### src/rtl/disp_spi_pkg.sv
package disp_spi_pkg;

    // Start-byte control bits, decoded by the receiving controller
    localparam logic [7:0] HDR_SEL_MASK = 8'h02;  // set: value phase
    localparam logic [7:0] HDR_RW_MASK  = 8'h01;  // always cleared: write

    typedef enum logic [2:0] {
        ST_IDLE   = 3'd0,
        ST_CS_ON  = 3'd1,
        ST_CLK_LO = 3'd2,
        ST_DATA   = 3'd3,
        ST_CLK_HI = 3'd4,
        ST_CS_OFF = 3'd5
    } wr_state_e;

endpackage

### src/rtl/disp_spi_pacer.sv
module disp_spi_pacer #(
    parameter int STEP_CYCLES = 100
) (
    input  logic clk,
    input  logic rst_n,
    input  logic restart,
    output logic step_first,
    output logic step_last
);
    localparam int CW = $clog2(STEP_CYCLES + 1);
    localparam logic [CW-1:0] TOP = CW'(STEP_CYCLES - 1);

    logic [CW-1:0] cnt_d, cnt_q;

    always_comb begin
        cnt_d = cnt_q;
        if (restart)
            cnt_d = TOP;
        else if (cnt_q != '0)
            cnt_d = cnt_q - CW'(1);
    end

    always_ff @(posedge clk or negedge rst_n) begin
        if (!rst_n) cnt_q <= '0;
        else        cnt_q <= cnt_d;
    end

    assign step_first = (cnt_q == TOP);
    assign step_last  = (cnt_q == '0);
endmodule

### src/rtl/disp_spi_shifter.sv
module disp_spi_shifter #(
    parameter int WIDTH = 24
) (
    input  logic             clk,
    input  logic             rst_n,
    input  logic             load,
    input  logic [WIDTH-1:0] load_word,
    input  logic             shift,
    output logic             msb
);
    logic [WIDTH-1:0] sr_d, sr_q;

    always_comb begin
        sr_d = sr_q;
        if (load)
            sr_d = load_word;
        else if (shift)
            sr_d = {sr_q[WIDTH-2:0], 1'b0};
    end

    always_ff @(posedge clk or negedge rst_n) begin
        if (!rst_n) sr_q <= '0;
        else        sr_q <= sr_d;
    end

    assign msb = sr_q[WIDTH-1];
endmodule

### src/rtl/disp_reg_writer.sv
module disp_reg_writer
    import disp_spi_pkg::*;
#(
    parameter int         STEP_CYCLES = 100,
    parameter int         INDEX_W     = 8,
    parameter int         VALUE_W     = 16,
    parameter logic [7:0] START_ID    = 8'h74
) (
    input  logic               clk,
    input  logic               rst_n,
    input  logic               req_valid,
    input  logic [INDEX_W-1:0] req_index,
    input  logic [VALUE_W-1:0] req_value,
    output logic               spi_cs_n,
    output logic               spi_sclk,
    output logic               spi_sdo,
    output logic               busy,
    output logic               done
);
    localparam int FRAME_W = 8 + VALUE_W;
    localparam int IDX_W   = $clog2(FRAME_W);
    localparam logic [IDX_W-1:0] LAST_BIT = IDX_W'(FRAME_W - 1);
    localparam logic [7:0] HDR_INDEX = START_ID & ~HDR_SEL_MASK & ~HDR_RW_MASK;
    localparam logic [7:0] HDR_VALUE = (START_ID | HDR_SEL_MASK) & ~HDR_RW_MASK;

    typedef struct packed {
        wr_state_e          st;
        logic               phase;    // 0: index frame, 1: value frame
        logic [IDX_W-1:0]   bit_idx;
        logic [VALUE_W-1:0] val;
        logic               cs_n;
        logic               sclk;
        logic               sdo;
        logic               done;
    } wr_regs_t;

    wr_regs_t r_d, r_q;

    logic               step_first, step_last, restart;
    logic               sh_load, sh_shift, sh_msb;
    logic [FRAME_W-1:0] sh_word;

    disp_spi_pacer #(.STEP_CYCLES(STEP_CYCLES)) u_pacer (
        .clk        (clk),
        .rst_n      (rst_n),
        .restart    (restart),
        .step_first (step_first),
        .step_last  (step_last)
    );

    disp_spi_shifter #(.WIDTH(FRAME_W)) u_shifter (
        .clk       (clk),
        .rst_n     (rst_n),
        .load      (sh_load),
        .load_word (sh_word),
        .shift     (sh_shift),
        .msb       (sh_msb)
    );

    always_comb begin
        r_d      = r_q;
        r_d.done = 1'b0;
        sh_load  = 1'b0;
        sh_shift = 1'b0;
        sh_word  = '0;
        restart  = 1'b0;
        unique case (r_q.st)
            ST_IDLE: begin
                if (req_valid) begin
                    r_d.st      = ST_CS_ON;
                    r_d.cs_n    = 1'b0;
                    r_d.phase   = 1'b0;
                    r_d.bit_idx = '0;
                    r_d.val     = req_value;
                    sh_load     = 1'b1;
                    sh_word     = {HDR_INDEX, VALUE_W'(req_index)};
                    restart     = 1'b1;
                end
            end
            ST_CS_ON: begin
                if (step_last) begin
                    r_d.st   = ST_CLK_LO;
                    r_d.sclk = 1'b0;
                    restart  = 1'b1;
                end
            end
            ST_CLK_LO: begin
                if (step_last) begin
                    r_d.st  = ST_DATA;
                    r_d.sdo = sh_msb;
                    restart = 1'b1;
                end
            end
            ST_DATA: begin
                if (step_last) begin
                    r_d.st   = ST_CLK_HI;
                    r_d.sclk = 1'b1;
                    sh_shift = 1'b1;
                    restart  = 1'b1;
                end
            end
            ST_CLK_HI: begin
                if (step_last) begin
                    restart = 1'b1;
                    if (r_q.bit_idx == LAST_BIT) begin
                        r_d.st   = ST_CS_OFF;
                        r_d.cs_n = 1'b1;
                    end else begin
                        r_d.st      = ST_CLK_LO;
                        r_d.sclk    = 1'b0;
                        r_d.bit_idx = r_q.bit_idx + IDX_W'(1);
                    end
                end
            end
            ST_CS_OFF: begin
                if (step_first && r_q.phase)
                    r_d.done = 1'b1;
                if (step_last) begin
                    restart = 1'b1;
                    if (!r_q.phase) begin
                        r_d.st      = ST_CS_ON;
                        r_d.cs_n    = 1'b0;
                        r_d.phase   = 1'b1;
                        r_d.bit_idx = '0;
                        sh_load     = 1'b1;
                        sh_word     = {HDR_VALUE, r_q.val};
                    end else begin
                        r_d.st  = ST_IDLE;
                        r_d.sdo = 1'b0;
                    end
                end
            end
            default: r_d.st = ST_IDLE;
        endcase
    end

    always_ff @(posedge clk or negedge rst_n) begin
        if (!rst_n) begin
            r_q         <= '0;
            r_q.st      <= ST_IDLE;
            r_q.cs_n    <= 1'b1;
            r_q.sclk    <= 1'b1;
        end else begin
            r_q <= r_d;
        end
    end

    assign spi_cs_n = r_q.cs_n;
    assign spi_sclk = r_q.sclk;
    assign spi_sdo  = r_q.sdo;
    assign busy     = (r_q.st != ST_IDLE);
    assign done     = r_q.done;
endmodule

### config.mk
export PLATFORM = sky130hd
export DESIGN_NAME = disp_reg_writer
export DESIGN_NICKNAME = d
export VERILOG_FILES = /design/src/rtl/disp_spi_pkg.sv /design/src/rtl/disp_spi_pacer.sv /design/src/rtl/disp_spi_shifter.sv /design/src/rtl/disp_reg_writer.sv
export SDC_FILE = /design/constraint.sdc
export NUM_CORES = 1
export LEC_CHECK = 0
export BUFFER_PORTS_ARGS = -buffer_cell sky130_fd_sc_hd__buf_2
export CAP_MARGIN = 20
export CORE_ASPECT_RATIO = 0.75
export CORE_UTILIZATION = 50
export DETAILED_ROUTE_END_ITERATION = 8
export HOLD_SLACK_MARGIN = 0.08
export PLACE_DENSITY = 0.79
export SYNTH_ARGS = -nofsm -noshare
export SYNTH_HDL_FRONTEND = slang
export SYNTH_SLANG_ARGS = --single-unit
### constraint.sdc
create_clock -name clk -period 2.4 [get_ports clk]
set_clock_uncertainty 0.2 [all_clocks]
set_input_delay 0.48 -clock clk [delete_from_list [all_inputs] [get_ports clk]]
set_output_delay 0.48 -clock clk [all_outputs]
set_load 0.005 [all_outputs]
==> results.rst <==
.. list-table::
   :header-rows: 1

   * - Metric
     - Value
   * - Number of antenna-violating nets in the routed design
     - 0
   * - Largest net degree at the start of global routing
     - 44
   * - Sequential share of the synthesized area
     - 52.40%
   * - Share of the synthesized area in compound gates (AO/OA/AOI/OAI)
     - 11.73%
   * - Number of maximum-capacitance violations
     - 0
   * - Number of storage elements in the synthesis netlist
     - 60
   * - Clock tree root driver cell
     - clkbuf_8
   * - Sort of element at the start of the critical path
     - flip-flop
   * - FFs w/ async S/R, synth
     - 100.0%
   * - 1st-iter DRT viols
     - 218
   * - Arr. time, crit path
     - 2.25 ns
   * - Crit path kind
     - reg2reg
   * - Simple logic cell fraction of the synthesized area
     - 25.37%
   * - Initial antenna violation count
     - 0
   * - Hold Crit Class
     - in2reg
   * - Number of buffers on the longest clock path
     - 2
   * - Net switching power
     - 1.204 mW
   * - Top delay family on crit path
     - simple AND/OR/NAND/NOR gates
   * - Main combinational cell family by area after synthesis
     - simple AND/OR/NAND/NOR gates
   * - Max rail drop VDD
     - 0.5138 mV
   * - DR vias
     - 2266
   * - Post-Route Utilization
     - 63.12%
   * - Clock network latency to the later pin of the worst-skew pair
     - 0.34 ns
   * - Area overhead of the layout relative to synthesis
     - 19.62%
   * - Outcome
     - completed
   * - Transition time at the pin with the least slew margin
     - 0.8251 ns
   * - Number of antenna repair diodes
     - 0
   * - Setup-failing EPs final
     - 0
   * - Hold violation count in the final report
     - 0
   * - Power Total
     - 3.601 mW
   * - Clock group share of total power
     - 26.6%
   * - Part of the power in registers
     - 44.4%
   * - Instance area after placement
     - 3149 sq um
   * - Leakage power figure
     - 1.597 nW
   * - Worst-path cell chain
     - or3_1 > or3_4 > nor2b_4 > buf_12 > mux2i_1 > o21ai_2
   * - Number of remaining DRC errors
     - 0
   * - Vias per cell
     - 5.233
   * - Power density over cell area
     - 1049 nW/um^2
   * - Number of unique standard cell types used by synthesis
     - 47
   * - CORE AREA
     - 5439 sq um
   * - Critical-path top delay cell
     - or3_4
   * - Routed len/inst
     - 13.71 microns
   * - Die area
     - 6051 sq um
   * - Cell count along the critical path
     - 6
   * - Shortest period the worst path allows
     - 2.223 ns
   * - Die span in x
     - 89.49 microns
   * - TritonRoute pass-1 iters
     - 4
   * - Type of destination of the critical path
     - flip-flop
   * - Total global routing track utilization
     - 22.54%
   * - Vert. Die Dim
     - 67.62 microns
   * - Area share of the largest cell type after synthesis
     - 50.57%
   * - Max frequency
     - 0.4498 GHz
   * - Peak fanout along the critical path
     - 11
   * - Setup total negative slack
     - 0 ns
   * - Average cell area after synthesis
     - 9.229 sq um
   * - Most used DFF post-synth
     - dfrtp_1
   * - TritonCTS clock tree
     - yes
   * - Number of enable flip-flop cells after synthesis
     - 0
   * - Required time at the endpoint of the critical path
     - 2.43 ns
   * - Combined buffer and inverter count along the critical path
     - 1
   * - Final Net Count
     - 385
   * - Via count of the first global-routing pass
     - 2134
   * - Weighted congestion at the end of routability-driven global placement
     - 0.8899
   * - Largest area contributor in the netlist
     - dfrtp_1
   * - Comb pwr share
     - 29.0%
   * - Post-Synthesis Net Count
     - 341
   * - Switching Fraction
     - 33.44%
   * - CTS buffer count
     - 9
   * - Most frequent cell after synthesis
     - nand2_1
   * - CTS H-tree lvls
     - 3
   * - Grt total ovfl
     - 0
   * - Global-route wire length before repair
     - 9894 microns
   * - Post-detailed-placement half-perimeter wirelength
     - 4076 microns
   * - Setup repair after global routing missed its margin
     - false
   * - Layout Cell Area excl Fill
     - 3433 sq um
   * - Mux cell area share after synthesis
     - 3.487%
   * - Critical path's largest stage delay
     - 0.47 ns
   * - Clock-pin slew on the worst setup and hold paths
     - 0.06 ns
   * - CTS Sinks
     - 60
   * - Row count
     - 23
   * - R2r worst-path depth
     - 6
   * - Max Transition Viols Final
     - 0
   * - Number of placed I/O pins
     - 32
   * - Adder and majority gate portion of the synthesized area
     - 1.308%
   * - Synth warnings
     - 0
   * - Period Utilization, post-route
     - 92.63%
   * - Most area-consuming cells after synthesis
     - dfrtp_1, nand2_1, mux2i_1
   * - Post-synthesis xor/xnor area fraction
     - 1.526%
   * - Synth Instances
     - 311
   * - Initial Utilization
     - 52.77%
   * - Slew margin rel.
     - 44.79%
   * - Most frequent cells after synthesis
     - nand2_1, dfrtp_1, o21ai_0
   * - Share of final-layout standard cells stronger than drive strength 1
     - 22.63%
   * - Cell internal pwr
     - 2.397 mW
   * - Quantity of I/O buffers inserted on ports
     - 31
   * - Combined area of all synthesized cells
     - 2870 sq um
   * - Routed Wire Length
     - 5938 microns
   * - Worst hold path cell count
     - 3
## area by class of cell
class / instances / area (sq um)
Tap cell: 75 / 93.84
Clock buffer: 13 / 178.9
Sequential cell: 60 / 1504
Timing Repair Buffer: 49 / 317.8
Inverter: 5 / 18.77
Multi-Input combinational cell: 230 / 1290
Fill cell: 432 / 2006
Clock inverter: 1 / 30.03
## worst paths after layout
| path | startpoint | to | slack (ns) |
|---|---|---|---|
| setup / recovery | u_pacer.cnt_q[3]$_DFFE_PN0P_ | u_shifter.sr_q[15]$_DFFE_PN0P_ | 0.18 |
| hold / removal | req_value[14] | r_q[18]$_DFFE_PN0P_ | 0.13 |
| setup reg to reg | u_pacer.cnt_q[3]$_DFFE_PN0P_ | u_shifter.sr_q[15]$_DFFE_PN0P_ | 0.18 |
| hold reg to reg | r_q[12]$_DFFE_PN0P_ | r_q[12]$_DFFE_PN0P_ | 0.28 |
| max in group asynchronous | rst_n | spi_cs_n$_DFFE_PN1P_ | 0.96 |
| min in group asynchronous | rst_n | r_q[28]$_DFFE_PN0P_ | 0.42 |
## timing repair
item | CTS | global route
hold buffers | 1 | 0
buffers inserted | 0 | 2
setup endpoints to repair | 8 | 23
resized for setup | 2 | 7
pin swaps | 0 | 1
hold endpoints to repair | 16 | 0
## per-layer routing
metal  global-route usage (%)  share of wire [%]  up-vias
li1                         -                  -     1138
met1                    31.52                 50     1071
met2                    32.35                 44       48
met3                    8.557                4.3        9
met4                    7.143                1.3        0
met5                        0                  0        -
## cell families after synthesis
kind of cell | Yosys count
multiplexers | 10
XOR/XNOR | 5
AO/OA/AOI/OAI | 53
adder cells (fa/ha/maj) | 3
flip-flops | 60
AND/OR/NAND/NOR | 159
buffers and inverters | 21
## through the flow
| stage | instances | hold slack, ns | setup slack, ns |
|---|---|---|---|
| 2_1_floorplan | 311 | -0.01559 | 0.05451 |
| 3_3_place_gp | 416 | 0.2481 | 0.08148 |
| 3_5_place_dp | 416 | 0.2497 | -0.03293 |
| 4_1_cts | 431 | 0.1117 | 0.04402 |
| 5_1_grt | 433 | 0.1125 | 0.02552 |
| 6_report | 433 | 0.1261 | 0.1768 |
## worst register-to-register path, cell delays in order, from the launching register on
cell and delay [ns]:
dfrtp_1 0.42, or3_1 0.40, or3_4 0.47, nor2b_4 0.17, buf_12 0.15, mux2i_1 0.24, o21ai_2 0.07
## power by group through the flow
stage | clock network (mW) | logic [mW] | registers [mW]
floorplan | 0 | 0.718 | 1.56
global placement | 0 | 0.963 | 1.59
detailed placement | 0 | 1.00 | 1.60
CTS | 0.974 | 1.01 | 1.59
global route | 1.02 | 1.19 | 1.64
finish | 0.957 | 1.04 | 1.60
## cells in the final DEF (no fill, tap or decap), types with 2 or more instances in the layout
master | netlist | routed
a21oi_1 | 5 | 5
o211ai_1 | 2 | 2
nor4_1 | 2 | 2
nand2b_1 | 3 | 3
nand3b_1 | 2 | 2
o21ai_0 | 19 | 19
nor2b_1 | 3 | 3
dfrtp_1 | 58 | 58
nand3_1 | 9 | 9
nor3_1 | 3 | 3
buf_4 | 0 | 15
a31oi_1 | 10 | 10
dfstp_2 | 2 | 2
buf_2 | 2 | 31
nor3b_1 | 3 | 2
clkbuf_8 | 0 | 13
inv_1 | 5 | 4
a211oi_1 | 2 | 2
buf_12 | 1 | 2
nor2_1 | 16 | 16
ha_1 | 3 | 2
or3_1 | 4 | 4
o21ai_1 | 4 | 3
xnor2_1 | 2 | 2
nand2_1 | 103 | 102
o21ai_2 | 2 | 3
nand4_1 | 2 | 2
xor2_1 | 3 | 3
mux2i_1 | 10 | 10
## state kept, by name, summed over array words and instances (netlist names)
name / cells
u_shifter.sr_q: 24
done: 1
u_pacer.cnt_q: 7
spi_sdo: 1
spi_sclk: 1
spi_cs_n: 1
r_q: 25
Power figures use the tool's default switching activity.
